$ cat src/rtl/dflt_pkg.sv
package dflt_pkg;
  localparam int CODE_W = 5;
  typedef logic [CODE_W-1:0] code_t;
  localparam code_t C_NONE    = 5'h00;
  localparam code_t C_CFG     = 5'h01;
  localparam code_t C_OPTIME  = 5'h02;
  localparam code_t C_ALIGN   = 5'h05;
  localparam code_t C_BUSADR  = 5'h06;
  localparam code_t C_EXTABT  = 5'h11;
  localparam code_t C_SWABT   = 5'h10;

  typedef struct packed {
    logic cfg;
    logic optime;
    logic align;
    logic busadr;
    logic extabt;
    logic swabt;
  } fault_t;
endpackage

$ cat src/rtl/dflt_cfg_check.sv
module dflt_cfg_check (
  input  logic [1:0] req_mode,
  input  logic [1:0] mem_step,
  input  logic [1:0] dev_step,
  input  logic [1:0] chain,
  input  logic [1:0] opsize,
  output logic       reserved
);
  always_comb begin
    reserved = (opsize == 2'b11) | (chain == 2'b01) | (dev_step == 2'b11)
             | (mem_step == 2'b11) | (req_mode == 2'b01);
  end
endmodule

$ cat src/rtl/dflt_abort_track.sv
module dflt_abort_track (
  input  logic clk,
  input  logic rst_n,
  input  logic abort_mode,
  input  logic dual_addr,
  input  logic dev_to_mem,
  input  logic chan_active,
  input  logic dev_done,
  input  logic pctl_in,
  input  logic restart,
  output logic edge_abort
);
  logic pctl_q, pctl_q_nx;
  logic mask_q, mask_nx;
  logic open_win;

  always_comb begin
    open_win   = abort_mode & dual_addr & dev_to_mem & chan_active & dev_done;
    mask_nx    = restart ? 1'b0 : (mask_q | open_win);
    pctl_q_nx  = pctl_in;
    edge_abort = abort_mode & pctl_q & ~pctl_in & ~mask_q;
  end

  always_ff @(posedge clk or negedge rst_n) begin
    if (!rst_n) begin
      pctl_q <= 1'b1;
      mask_q <= 1'b0;
    end else begin
      pctl_q <= pctl_q_nx;
      mask_q <= mask_nx;
    end
  end
endmodule

$ cat src/rtl/dflt_err_log.sv
module dflt_err_log
  import dflt_pkg::*;
(
  input  logic   clk,
  input  logic   rst_n,
  input  fault_t fault,
  input  logic   clr,
  output code_t  code
);
  code_t code_q, code_nx, prio;
  logic  pend;
  logic  ld_en;

  always_comb begin
    if      (fault.cfg)    prio = C_CFG;
    else if (fault.optime) prio = C_OPTIME;
    else if (fault.align)  prio = C_ALIGN;
    else if (fault.busadr) prio = C_BUSADR;
    else if (fault.extabt) prio = C_EXTABT;
    else if (fault.swabt)  prio = C_SWABT;
    else                   prio = C_NONE;
    pend    = (code_q != C_NONE) & ~clr;
    ld_en   = ~pend;
    code_nx = ld_en ? prio : code_q;
  end

  always_ff @(posedge clk or negedge rst_n) begin
    if (!rst_n) code_q <= C_NONE;
    else        code_q <= code_nx;
  end

  assign code = code_q;
endmodule

$ cat src/rtl/dma_fault_logger.sv
module dma_fault_logger
  import dflt_pkg::*;
#(
  parameter int ADDR_W = 24
) (
  input  logic              clk,
  input  logic              rst_n,
  input  logic [1:0]        cfg_req_mode,
  input  logic [1:0]        cfg_mem_step,
  input  logic [1:0]        cfg_dev_step,
  input  logic [1:0]        cfg_chain,
  input  logic [1:0]        cfg_opsize,
  input  logic              cfg_dual_addr,
  input  logic              cfg_dev_to_mem,
  input  logic              cfg_pctl_abort,
  input  logic              ctl_wr,
  input  logic              ctl_start,
  input  logic              ctl_cont,
  input  logic              soft_abort,
  input  logic              chan_active,
  input  logic              pctl_in,
  input  logic              pctl_stat,
  input  logic              dev_done,
  input  logic              cyc_req,
  input  logic [ADDR_W-1:0] op_addr,
  input  logic              bus_master,
  input  logic              cs_in,
  input  logic              iack_in,
  input  logic              err_clr,
  output logic [4:0]        err_code,
  output logic              err_pend,
  output logic              start_inhibit,
  output logic              start_go,
  output logic              cyc_go
);
  logic   cfg_bad, edge_abort, start_try, cont_try, multi_byte, stat_abort;
  fault_t fault;
  code_t  code;

  dflt_cfg_check u_cfg (
    .req_mode (cfg_req_mode),
    .mem_step (cfg_mem_step),
    .dev_step (cfg_dev_step),
    .chain    (cfg_chain),
    .opsize   (cfg_opsize),
    .reserved (cfg_bad)
  );

  dflt_abort_track u_abt (
    .clk         (clk),
    .rst_n       (rst_n),
    .abort_mode  (cfg_pctl_abort),
    .dual_addr   (cfg_dual_addr),
    .dev_to_mem  (cfg_dev_to_mem),
    .chan_active (chan_active),
    .dev_done    (dev_done),
    .pctl_in     (pctl_in),
    .restart     (start_go),
    .edge_abort  (edge_abort)
  );

  always_comb begin
    start_try    = ctl_wr & ctl_start;
    cont_try     = ctl_wr & ctl_cont;
    multi_byte   = (cfg_opsize == 2'b01) | (cfg_opsize == 2'b10);
    stat_abort   = start_try & cfg_pctl_abort & pctl_stat;
    fault.cfg    = start_try & cfg_bad;
    fault.optime = cont_try & (~ctl_start | ~chan_active);
    fault.align  = cyc_req & multi_byte & op_addr[0];
    fault.busadr = bus_master & (cs_in | iack_in);
    fault.extabt = edge_abort | stat_abort;
    fault.swabt  = soft_abort;
  end

  dflt_err_log u_log (
    .clk   (clk),
    .rst_n (rst_n),
    .fault (fault),
    .clr   (err_clr),
    .code  (code)
  );

  always_comb begin
    err_code      = code;
    err_pend      = (code != C_NONE);
    start_inhibit = err_pend;
    start_go      = start_try & ~err_pend & ~fault.cfg & ~fault.optime & ~stat_abort;
    cyc_go        = cyc_req & ~fault.align & ~err_pend;
  end
endmodule

$ cat config.mk
export PLATFORM = sky130hd
export DESIGN_NAME = dma_fault_logger
export DESIGN_NICKNAME = d
export VERILOG_FILES = /design/src/rtl/dflt_pkg.sv /design/src/rtl/dflt_cfg_check.sv /design/src/rtl/dflt_abort_track.sv /design/src/rtl/dflt_err_log.sv /design/src/rtl/dma_fault_logger.sv
export SDC_FILE = /design/constraint.sdc
export NUM_CORES = 1
export LEC_CHECK = 0
export ABC_AREA = 1
export CAP_MARGIN = 30
export CORE_AREA = 5 5 42 44
export DETAILED_ROUTE_END_ITERATION = 7
export DIE_AREA = 0 0 47 49
export DONT_BUFFER_PORTS = 1
export PLACE_DENSITY = 0.52
export SLEW_MARGIN = 0
export SYNTH_ARGS = -nofsm -noshare
export SYNTH_HDL_FRONTEND = slang
export SYNTH_HIERARCHICAL = 1
export SYNTH_SLANG_ARGS = --single-unit
$ cat constraint.sdc
create_clock -name clk -period 1.5 [get_ports clk]
set_clock_uncertainty 0.2 [all_clocks]
set_input_delay 0.15 -clock clk [delete_from_list [all_inputs] [get_ports clk]]
set_output_delay 0.15 -clock clk [all_outputs]
set_load 0.005 [all_outputs]
Word-level counts from Yosys, hierarchy flattened
Index checks and enable logic that the tools add are counted.
Word-level totals
  memories kept: 0
  bits of input ports: 52
  memory bits (read-only): 0
  bits in writable memories: 0
  word-level logic and storage cells: 60
  bits in latches: 0
  output and inout bits: 9
  register bits: 7
Operators by class
  add/sub/neg operators: 0
  shift operators: 0
  divide/modulo/power cells: 0
  order comparisons: 0
  reduce and logical (&&, ||, !) cells: 1
  equality and inequality tests: 7
  bitwise logic cells: 42
  multiply operators: 0
  mux-type cells: 7
Operators by type and width (number)
  2-to-1 mux 5 bit: 6
  AND 1 bit: 23
  inverter 1 bit: 10
  bitwise OR 1 bit: 9
  equality test 2 bit, second input constant: 4
  equality test 2 x 1 -> 1 bit, second input constant: 3
  nonzero test 5 bit: 1
  2-to-1 mux 1 bit: 1

Logic depth before layout (Yosys ltp)
Gate-level depths: netlist of the first run.
  depth in word-level cells: 11
  mapped depth: 11
  mapped depth without buffers: 11

By module
The synthesis of the first run kept the hierarchy.
By module, submodules not included
  dflt_err_log: instances 1, area an instance 254.0 µm², cells each 37, sequential area each 100.1 µm²
  dma_fault_logger: instances 1, area an instance 116.4 µm², cells each 26, sequential area each 0.0 µm²
  dflt_abort_track: instances 1, area an instance 80.1 µm², cells each 9, sequential area each 51.3 µm²
  dflt_cfg_check: instances 1, area an instance 46.3 µm², cells each 12, sequential area each 0.0 µm²

Least setup slack after synthesis of the first run
OpenSTA, ideal clock, no wires.
  path kind: register to register
  start: reg u_abt.pctl_q
  end: reg u_log.code_q[0], in the netlist u_log/code[0]
  clock period less this slack: 1.323 ns
  setup time: 0.065 ns
  buffers on the path: 0
  arrival: 1.058 ns
  stages on the path, launching flop included: 10
  slack: 0.177 ns
  data required time: 1.235 ns
  path through: dfstp_2 nand2_1 nor3_1 o21bai_1 inv_1 nand2_1 nand3_1 nand2_1 nand2_1 nand2_1
RTL lines
  start: declaration: RTL line dflt_abort_track.sv:13  | logic pctl_q, pctl_q_nx;
  start signal: assignment: RTL line dflt_abort_track.sv:29  | pctl_q <= pctl_q_nx;
  end signal: assignment: RTL line dflt_err_log.sv:29  | else code_q <= code_nx;
  end: declaration: RTL line dflt_err_log.sv:10  | code_t code_q, code_nx, prio;

Worst setup path in the final report of the first run
  start: reg u_log.code_q[1], in the netlist u_log/code[1]
  end: out start_inhibit
Between the ends
  word-level cells in the longest chain between the ends: 1
RTL lines
  nonzero test 5 bit: RTL line dma_fault_logger.sv:85  | err_pend = (code != C_NONE);
  end: declaration: RTL line dma_fault_logger.sv:32  | output logic start_inhibit,
Every way passes these cells.

==> results of run 1 <==
placed cells by master, fill, tap and decap left out, types with 2 or more instances in the layout:
| master | count |
|---|---|
| nand2_1 | 25 |
| inv_1 | 14 |
| nor2_1 | 11 |
| nand3_1 | 10 |
| dlygate4sd3_1 | 9 |
| nor2_2 | 6 |
| dfrtp_1 | 5 |
| clkbuf_4 | 3 |
| nor3_1 | 2 |
sequential cells by signal (all words and copies together) (netlist names):
register / count
u_abt/mask_q: 1
u_log/code: 4
u_abt/pctl_q: 1
worst reg2reg max path: cells and delay by family, from the launching register on:
kind,cells,cell delay [ns]
AOI/OAI and AO/OA,1,0.14
buffers and inverters,1,0.06
DFF,1,0.50
and+or+nand+nor,7,0.43
layer usage:
| metal | wire length [µm] | vias to the layer above | part of all wire |
|---|---|---|---|
| met2 | 607 | 21 | 0.52 |
| met3 | 104 | 2 | 0.090 |
| li1 | - | 276 | - |
| met4 | 15 | 0 | 0.013 |
| met1 | 430 | 225 | 0.37 |
| met5 | 0 | - | 0 |
power by group through the flow:
stage                     Clock (µW)  Combinational (µW)  Sequential, µW
after floorplan                    0                 127             228
after global placement             0                 144             235
after detailed placement           0                 147             235
after CTS                        164                 171             234
after global routing             178                 198             238
final                            156                 177             235
path summary, 6_finish.rpt:
check	startpoint	endpoint	slack, ns
min	rst_n	u_log/code[1]$_DFFE_PN0N_	0.009
min reg2reg	u_abt/mask_q$_DFF_PN0_	u_abt/mask_q$_DFF_PN0_	0.31
max in group asynchronous	rst_n	u_abt/pctl_q$_DFF_PN1_	0.83
min in group clk	ctl_wr	u_log/code[1]$_DFFE_PN0N_	0.06
max reg2reg	u_abt/pctl_q$_DFF_PN1_	u_log/code[0]$_DFFE_PN0N_	0.10
max	u_log/code[1]$_DFFE_PN0N_	start_inhibit	0.06
metrics by stage:
step | hold WS (ns) | instances | setup WS, ns
after global routing | 0.00487 | 112 | -0.0120
after CTS | 0.00951 | 112 | 0.00998
after global placement | -0.345 | 99 | 0.0766
after detailed placement | -0.345 | 99 | 0.0883
final | 0.00899 | 112 | 0.0598
after floorplan | -0.346 | 84 | 0.177
final cells by class:
cell class                      instances  share of cell area
Clock buffer                            4              0.0409
Inverter                               14              0.0819
Multi-Input combinational cell         62               0.458
Sequential cell                         6               0.236
Tap cell                               16              0.0312
Timing Repair Buffer                   10               0.152
kinds of logic (layout without fill, tap and decap cells):
| logic type | Yosys count | in the layout | share of synthesized area |
|---|---|---|---|
| buffers and inverters | 16 | 28 | 0.136 |
| other | 1 | 1 | 0.00755 |
| and+or+nand+nor | 58 | 58 | 0.511 |
| AOI/OAI and AO/OA | 3 | 3 | 0.0403 |
| DFF | 6 | 6 | 0.305 |
timing repair:
| item | CTS | global route |
|---|---|---|
| hold endpoints to repair | 12 | 0 |
| pin swaps | 1 | 0 |
| endpoints found under the setup margin | 1 | 4 |
| resized for setup | 2 | 3 |
| hold buffers | 9 | 0 |
==> flow_summary_export.csv, run 1 <==
group,metric,value,unit
finish,register_area,151,µm²
pwr,combPwrFrac,0.311,
worst_setup_path,path_max_fanout,4,
synthesis,synthFlopType,"dfrtp_1",
drt,drtPass1Iterations,4,
clock_tree,clk_pin_slew_worst_paths,0.04,ns
synthesis,synth_async_sr_flop_share,1.00,
pwr,pwr_density_cell,885,nW/µm²
pwr,p_switching,193,µW
drt,vias,524,
clock_tree,cts_htree_levels,1,
worst_setup_path,path_depth,3,
pwr,intPower,375,µW
grt,grtUsageMet2,0.172,
finish,diodes,0,
worst_setup_path,required,1.15,ns
synthesis,netlist_top_cells_count,"nand2_1, inv_1, nor2_1",
drt,drt-initial-drc-count,11,
placement,portBuffers,0,
synthesis,yosysTopAreaCell,"dfrtp_1",
finish,nFillCells,145,
grt,top_usage_layer,"met2",
grt,grt_pass1_vias,442,
pwr,swShare,0.340,
worst_setup_path,cp_data_arrival_time,1.09,ns
finish,nets,149,
worst_setup_path,cp_cell_sequence,"nor2_2 -> nand3_2 -> buf_4",
worst_setup_path,cp_slowest_cell,"dfrtp_1",
clock_tree,cts-root-buf,"clkbuf_4",
grt,antenna_found_initial,0,
synthesis,yosysTopAreaCellShare,0.252,
synthesis,synth-edff-count,0,
drt,detail-route-antenna-nets,0,
sta,drv_slew,0,
run_status,status,"finished, final reports clean",
synthesis,yosysWarnings,6,
sta,finalSetupTns,0,ns
die,die_area,2300,µm²
placement,placed_cell_area,509,µm²
finish,syn_to_final_growth,29.2,%
worst_setup_path,crit_family,"flip-flops",
clock_tree,cts_setup_buffers,0,
pwr,p_seq_frac,0.414,
sta,layout_min_cycle_time,1.44,ns
sta,rsz0062_at_grt,"yes",
pwr,leakage,0.000351,µW
synthesis,ys_seq_area_frac,0.305,
pwr,fin_total_pwr,568,µW
drt,wirelength,1160,µm
synthesis,syn_nets,136,
synthesis,synth_cells,84,
finish,drive_above_1_share,0.156,
drt,drc,0,
worst_setup_path,cpPeakStageDelay,0.43,ns
worst_setup_path,r2r.worst_path.cells,9,
placement,place.gp.congestion,0.773,
synthesis,avgSynthCellArea,5.91,µm²
sta,hold_violations,0,
worst_setup_path,cp-end-kind,"output pin",
synthesis,ys_ff_latch,6,
grt,grtUsageMet1,0.0964,
grt,grt_use_total,0.0971,
grt,grt_max_degree,7,
synthesis,synthTopCellsByArea,"dfrtp_1, nand2_1, nand3_1",
die,row_count,14,
sta,fmax,694,MHz
finish,fin_area,642,µm²
die,coreArea,1400,µm²
finish,final_util,0.458,
sta,setup_viol,0,
clock_tree,worstSkewPairLatency,0.24,ns
die,io_pins,61,
die,die_x,47,µm
synthesis,syn_area,497,µm²
synthesis,yosysMostFrequentCell,"nand2_1",
grt,gr-total-overflow,0,
pwr,irDropWorstVdd,0.000623,V
finish,multi_input_area,294,µm²
drt,wire_per_inst,10.3,µm
hold_path,hp-class,"in2async",
pwr,p_clk_frac,0.275,
flow_run,cap_viol_max_count,0,
die,initial_core_util,0.354,
grt,grt_use_met3,0.0221,
drt,via_per_inst,4.68,
worst_setup_path,cp_num_buf_inv,1,
worst_setup_path,worst-setup-path-type,"reg2out",
sta,post-route-period-util,0.960,
clock_tree,numCtsBuffers,3,
grt,grt_pass1_wl,1660,µm
worst_setup_path,cp-start-kind,"register",
placement,hpwl,968,µm
clock_tree,clock_sinks,6,
clock_tree,clock_path_buffers,2,
die,die-height,49,µm
synthesis,synth_cell_types,16,
clock_tree,cts_tree,"done",
Note: power is estimated with default switching activity, not from simulation.
==> run 2, diff against run 1 <==
PLACE_DENSITY = default   (was 0.52)
clock period = 1.7 ns   (was 1.5 ns; I/O delays follow)
==> run 2 against run 1 <==
  * Via count rose by 0.76%
  * Clock power fell by 11%
  * Total power fell by 14%
  * Highest routed layer is now met3
  * Critical path depth rose by 3
  * Die area did not move
  * Combinational power fell by 18%
  * Critical path type is now in2reg
  * Non-clock buffer count fell by 1
  * Routed wire length rose by 2.9%
  * Critical endpoint is now u_abt/mask_q$_DFF_PN0_
  * Register-to-register slack improved by 0.18 ns
  * First-iteration DRC count fell by 55%
  * Core utilization fell by 1.9 points
==> flow_summary_export.csv, run 2 (synthesis results as in run 1) <==
group,metric,value,unit
run_status,status,"finished, final reports clean",
finish,largest_reg_flops,4,
die,coreArea,1400,µm²
drt,detail-route-antenna-nets,0,
worst_setup_path,required,1.67,ns
finish,final_common_cell,"nand2_1",
grt,grt_pass1_vias,506,
sta,drv_slew,0,
grt,grt_pass1_wl,1860,µm
grt,grt_use_total,0.111,
placement,portBuffers,0,
worst_setup_path,cp_slowest_cell,"dlygate4sd3_1",
clock_tree,clock_sinks,6,
pwr,irDropWorstVdd,0.000356,V
finish,diodes,0,
placement,place_ws,0.283,ns
worst_setup_path,cp-end-kind,"register",
clock_tree,cts_resized,0,
worst_setup_path,path_max_fanout,1,
drt,drtPass1Iterations,4,
finish,final_cell_mix,"nand2_1, inv_1, nor2_1",
worst_setup_path,critical_path.reg2reg.startpoint,"u_abt/pctl_q$_DFF_PN1_",
sta,layout_min_cycle_time,1.60,ns
die,io_pins,61,
worst_setup_path,cp_data_arrival_time,1.57,ns
pwr,pwr_density_cell,794,nW/µm²
worst_setup_path,crit_path_frequent_cell,"nor2_1",
die,initial_core_util,0.354,
worst_setup_path,cp-start-kind,"primary input",
worst_setup_path,cpPeakStageDelay,0.56,ns
drt,drc,0,
grt,gr-total-overflow,0,
pwr,leakage,0.000338,µW
placement,place.gp.congestion,0.741,
drt,drt-initial-drc-count,5,
die,die_area,2300,µm²
sta,rsz0062_at_grt,"no",
clock_tree,clock_path_buffers,2,
grt,grt_max_degree,7,
clock_tree,numCtsBuffers,3,
drt,vias,528,
clock_tree,cts_htree_levels,1,
worst_setup_path,reg2reg_setup_slack,0.28,ns
sta,fmax,624,MHz
clock_tree,cts_tree,"done",
hold_path,hp-class,"in2async",
placement,hpwl,996,µm
clock_tree,cts.hold.buffers_added,8,
sta,finalSetupTns,0,ns
sta,hold_violations,0,
clock_tree,cts-root-buf,"clkbuf_4",
drt,via_per_inst,4.76,
die,die-height,49,µm
die,row_count,14,
finish,drive_above_1_share,0.105,
clock_tree,clk_pin_slew_worst_paths,0.05,ns
sta,post-route-period-util,0.943,
sta,fin_ws,0.0970,ns
finish,nets,148,
worst_setup_path,cp_cell_sequence,"dlygate4sd3_1 -> nand2_1 -> dlygate4sd3_1 -> nor2_1 -> nor2_1 -> nor2_1",
flow_run,cap_viol_max_count,0,
sta,setup_viol,0,
grt,antenna_found_initial,0,
worst_setup_path,worst-setup-path-type,"in2reg",
worst_setup_path,r2r.worst_path.cells,9,
finish,syn_to_final_growth,23.9,%
die,die_x,47,µm
worst_setup_path,timing.rr.end,"u_log/code[0]$_DFFE_PN0N_",
drt,wirelength,1190,µm
drt,wire_per_inst,10.7,µm
clock_tree,cts_setup_buffers,0,
clock_tree,worstSkewPairLatency,0.24,ns
## run 2: cell count changes in the layout (fill, tap and decap cells not counted)
cell	before	now
dlygate4sd3_1	9	8
nor2_2	6	3
nor2_1	11	14
nand3_1	10	11
o21bai_1	0	1
nand3_2	1	0
o21bai_2	1	0
## run 2: how the worst max path moves through the flow
stage / depth (start not counted) / slack [ns] / from / to
global route: 6 / 0.04 / cfg_dual_addr / u_abt/mask_q$_DFF_PN0_
detailed placement: 9 / 0.28 / u_abt/pctl_q$_DFF_PN1_ / u_log/code[0]$_DFFE_PN0N_
CTS: 6 / 0.15 / cfg_dev_to_mem / u_abt/mask_q$_DFF_PN0_
floorplan: 9 / 0.38 / u_abt/pctl_q$_DFF_PN1_ / u_log/code[0]$_DFFE_PN0N_
finish: 6 / 0.1 / cfg_dual_addr / u_abt/mask_q$_DFF_PN0_
global placement: 9 / 0.29 / u_abt/pctl_q$_DFF_PN1_ / u_log/code[0]$_DFFE_PN0N_
## run 2: final cells by class
| cell class | count | area, µm² |
|---|---|---|
| clock buffer | 4 | 26.3 |
| fill | 158 | 786 |
| inverter | 14 | 52.6 |
| multi-input combinational | 62 | 278 |
| sequential | 6 | 151 |
| tap | 16 | 20.0 |
| timing repair buffer | 9 | 87.6 |
## run 2: metal layers
| metal | vias up | wire (µm) | global-route usage | share of wire |
|---|---|---|---|---|
| li1 | 276 | - | - | - |
| met5 | - | 0 | 0 | 0 |
| met1 | 229 | 405 | 0.0942 | 0.34 |
| met4 | 0 | 0 | 0.0553 | 0 |
| met2 | 23 | 629 | 0.201 | 0.53 |
| met3 | 0 | 158 | 0.0517 | 0.13 |
## run 2: per-stage QoR
stage | cells | cell area, µm² | hold WS, ns | total power (µW) | util
6_report | 111 | 616 | 0.0296 | 489 | 0.439
5_1_grt | 111 | 616 | 0.0314 | 536 | 0.439
4_1_cts | 111 | 616 | 0.0323 | 498 | 0.439
3_5_place_dp | 99 | 509 | -0.325 | 337 | 0.363
3_3_place_gp | 99 | 509 | -0.325 | 337 | 0.363
2_1_floorplan | 84 | 497 | -0.326 | 313 | -
## run 2: worst max-delay path, delay by kind of cell
| family | cells | cell delay (ns) |
|---|---|---|
| buffers and inverters | 2 | 1.10 |
| AND/OR/NAND/NOR | 4 | 0.30 |
## run 2: power breakdown
part | switching, µW | internal [µW] | leakage, µW
clock | 49.7 | 88.8 | 0.0000150
sequential | 31.5 | 173 | 0.0000727
combinational | 82.1 | 63.1 | 0.000250
==> run 3, diff against run 2 <==
PLACE_DENSITY_LB_ADDON = 0.2   (was default)
==> run 3 against run 2 <==
  * Routed wire length grew 7.7%
  * Non-clock buffer count down 2
  * Final area down 1.6%
  * Final cell count shrank 1.8%
  * Sequential share of layout area is 0.41 points higher
  * Worst setup slack improved by 0.023 ns
  * Count of clock-buffer cells in the layout unchanged
  * Total power increased by 0.63%
  * First-iteration DRC count grew to 2.6 times the previous value
  * Die area is the same
  * Critical endpoint is now start_go
==> flow_summary_export.csv, run 3 (synthesis results as in run 1) <==
group,metric,value,unit
finish,drive_above_1_share,0.118,
grt,gr-total-overflow,0,
die,die_x,47,µm
drt,detail-route-antenna-nets,0,
drt,wirelength,1280,µm
grt,grt_max_degree,7,
finish,register_area,151,µm²
pwr,intPower,321,µW
grt,grt_pass1_vias,503,
drt,vias,548,
worst_setup_path,cpPeakStageDelay,0.42,ns
placement,place.gp.congestion,0.752,
worst_setup_path,cp-start-kind,"register",
drt,drtPass1Iterations,4,
clock_tree,numCtsBuffers,3,
pwr,combPwrFrac,0.295,
clock_tree,cts-root-buf,"clkbuf_4",
drt,drt-initial-drc-count,13,
sta,finalSetupTns,0,ns
sta,rsz0062_at_grt,"no",
finish,final_cell_mix,"nand2_1, inv_1, nor2_1",
drt,wire_per_inst,11.8,µm
worst_setup_path,crit_family,"simple AND/OR/NAND/NOR gates",
die,row_count,14,
pwr,irDropWorstVdd,0.000453,V
worst_setup_path,cp-end-kind,"output pin",
drt,drc,0,
die,coreArea,1400,µm²
finish,largest_reg_flops,4,
worst_setup_path,cp_num_buf_inv,0,
finish,diodes,0,
placement,portBuffers,0,
sta,post-route-period-util,0.929,
die,die_area,2300,µm²
finish,final_util,0.432,
finish,multi_input_area,285,µm²
flow_run,cap_viol_max_count,0,
finish,nets,146,
finish,nFillCells,155,
clock_tree,clock_sinks,6,
clock_tree,clk_pin_slew_worst_paths,0.04,ns
clock_tree,cts_setup_buffers,0,
clock_tree,cts_htree_levels,1,
pwr,swShare,0.348,
sta,setup_viol,0,
clock_tree,clock_path_buffers,2,
pwr,p_switching,171,µW
sta,fmax,633,MHz
drt,via_per_inst,5.03,
sta,layout_min_cycle_time,1.58,ns
placement,hpwl,1050,µm
finish,syn_to_final_growth,21.9,%
die,initial_core_util,0.354,
worst_setup_path,cp_data_arrival_time,1.21,ns
sta,hold_slack,0.00232,ns
die,die-height,49,µm
worst_setup_path,cp_cell_sequence,"nor2_1 -> nand3_2 -> nor2_2",
pwr,p_seq_frac,0.419,
run_status,status,"finished, final reports clean",
pwr,p_clk_frac,0.286,
grt,grt_use_total,0.112,
clock_tree,cts_tree,"done",
die,io_pins,61,
finish,final_common_cell,"nand2_1",
sta,drv_slew,0,
grt,grt_pass1_wl,1920,µm
pwr,pwr_density_cell,812,nW/µm²
worst_setup_path,path_max_fanout,4,
worst_setup_path,required,1.33,ns
grt,antenna_found_initial,0,
sta,hold_violations,0,
pwr,leakage,0.000332,µW
worst_setup_path,worst-setup-path-type,"reg2out",
clock_tree,worstSkewPairLatency,0.24,ns
hold_path,hp-class,"in2reg",
worst_setup_path,cp_slowest_cell,"dfrtp_1",
[run 3: cell count changes in the layout (fill, tap and decap cells not counted), sizes merged]
cell / change
dlygate4sd3: -1
buf: -1
[run 3: path summary, 6_finish.rpt]
kind,cells after the start,start,slack [ns],to
worst max-delay path,3,u_log/code[1]$_DFFE_PN0N_,0.12,start_go
worst min-delay path,4,dev_done,0.002,u_abt/mask_q$_DFF_PN0_
worst max register to register,9,u_abt/pctl_q$_DFF_PN1_,0.28,u_log/code[0]$_DFFE_PN0N_
worst min register to register,2,u_abt/mask_q$_DFF_PN0_,0.31,u_abt/mask_q$_DFF_PN0_
max in group asynchronous,1,rst_n,0.98,u_abt/pctl_q$_DFF_PN1_
min in group asynchronous,1,rst_n,0.04,u_log/code[0]$_DFFE_PN0N_
[run 3: per-stage QoR]
step | setup WS [ns] | std cells | instance area (µm²) | total power, µW
detailed placement | 0.260 | 98 | 502 | 333
finish | 0.121 | 109 | 606 | 492
global placement | 0.251 | 98 | 502 | 331
floorplan | 0.377 | 84 | 497 | 313
global route | 0.0164 | 109 | 606 | 532
CTS | 0.0448 | 109 | 598 | 488
[run 3: cell type report]
| type | count | share of cell area |
|---|---|---|
| clock buffers | 4 | 0.0434 |
| inverters | 14 | 0.0868 |
| multi-input cells | 62 | 0.471 |
| flip-flops and latches | 6 | 0.250 |
| well taps | 16 | 0.0331 |
| repair buffers | 7 | 0.116 |
[run 3: tightest hold or removal path: stages]
cell     delay (ns)
nand3_1        0.06
nor2_1         0.04
nor2_1         0.08
nor2_1         0.05
[run 3: power groups by stage]
stage	Clock, µW	Combinational [µW]	Sequential, µW
detailed placement	0	124	209
global placement	0	123	208
global route	153	167	213
finish	141	145	206
floorplan	0	112	201
CTS	141	140	206
[run 3: per-layer routing]
metal,vias to the layer above,GRT usage,share of wire,routed length [µm]
met3,4,0.0443,0.15,189
met1,240,0.130,0.38,486
li1,270,-,-,-
met2,34,0.179,0.46,588
met4,0,0.0415,0.015,19
met5,-,0,0,0
[run 3: repair_timing]
action / in CTS / in global routing
hold buffers: 7 / 0
hold endpoints to repair: 10 / 0
setup endpoints to repair: 0 / 1
resized for setup: 0 / 2
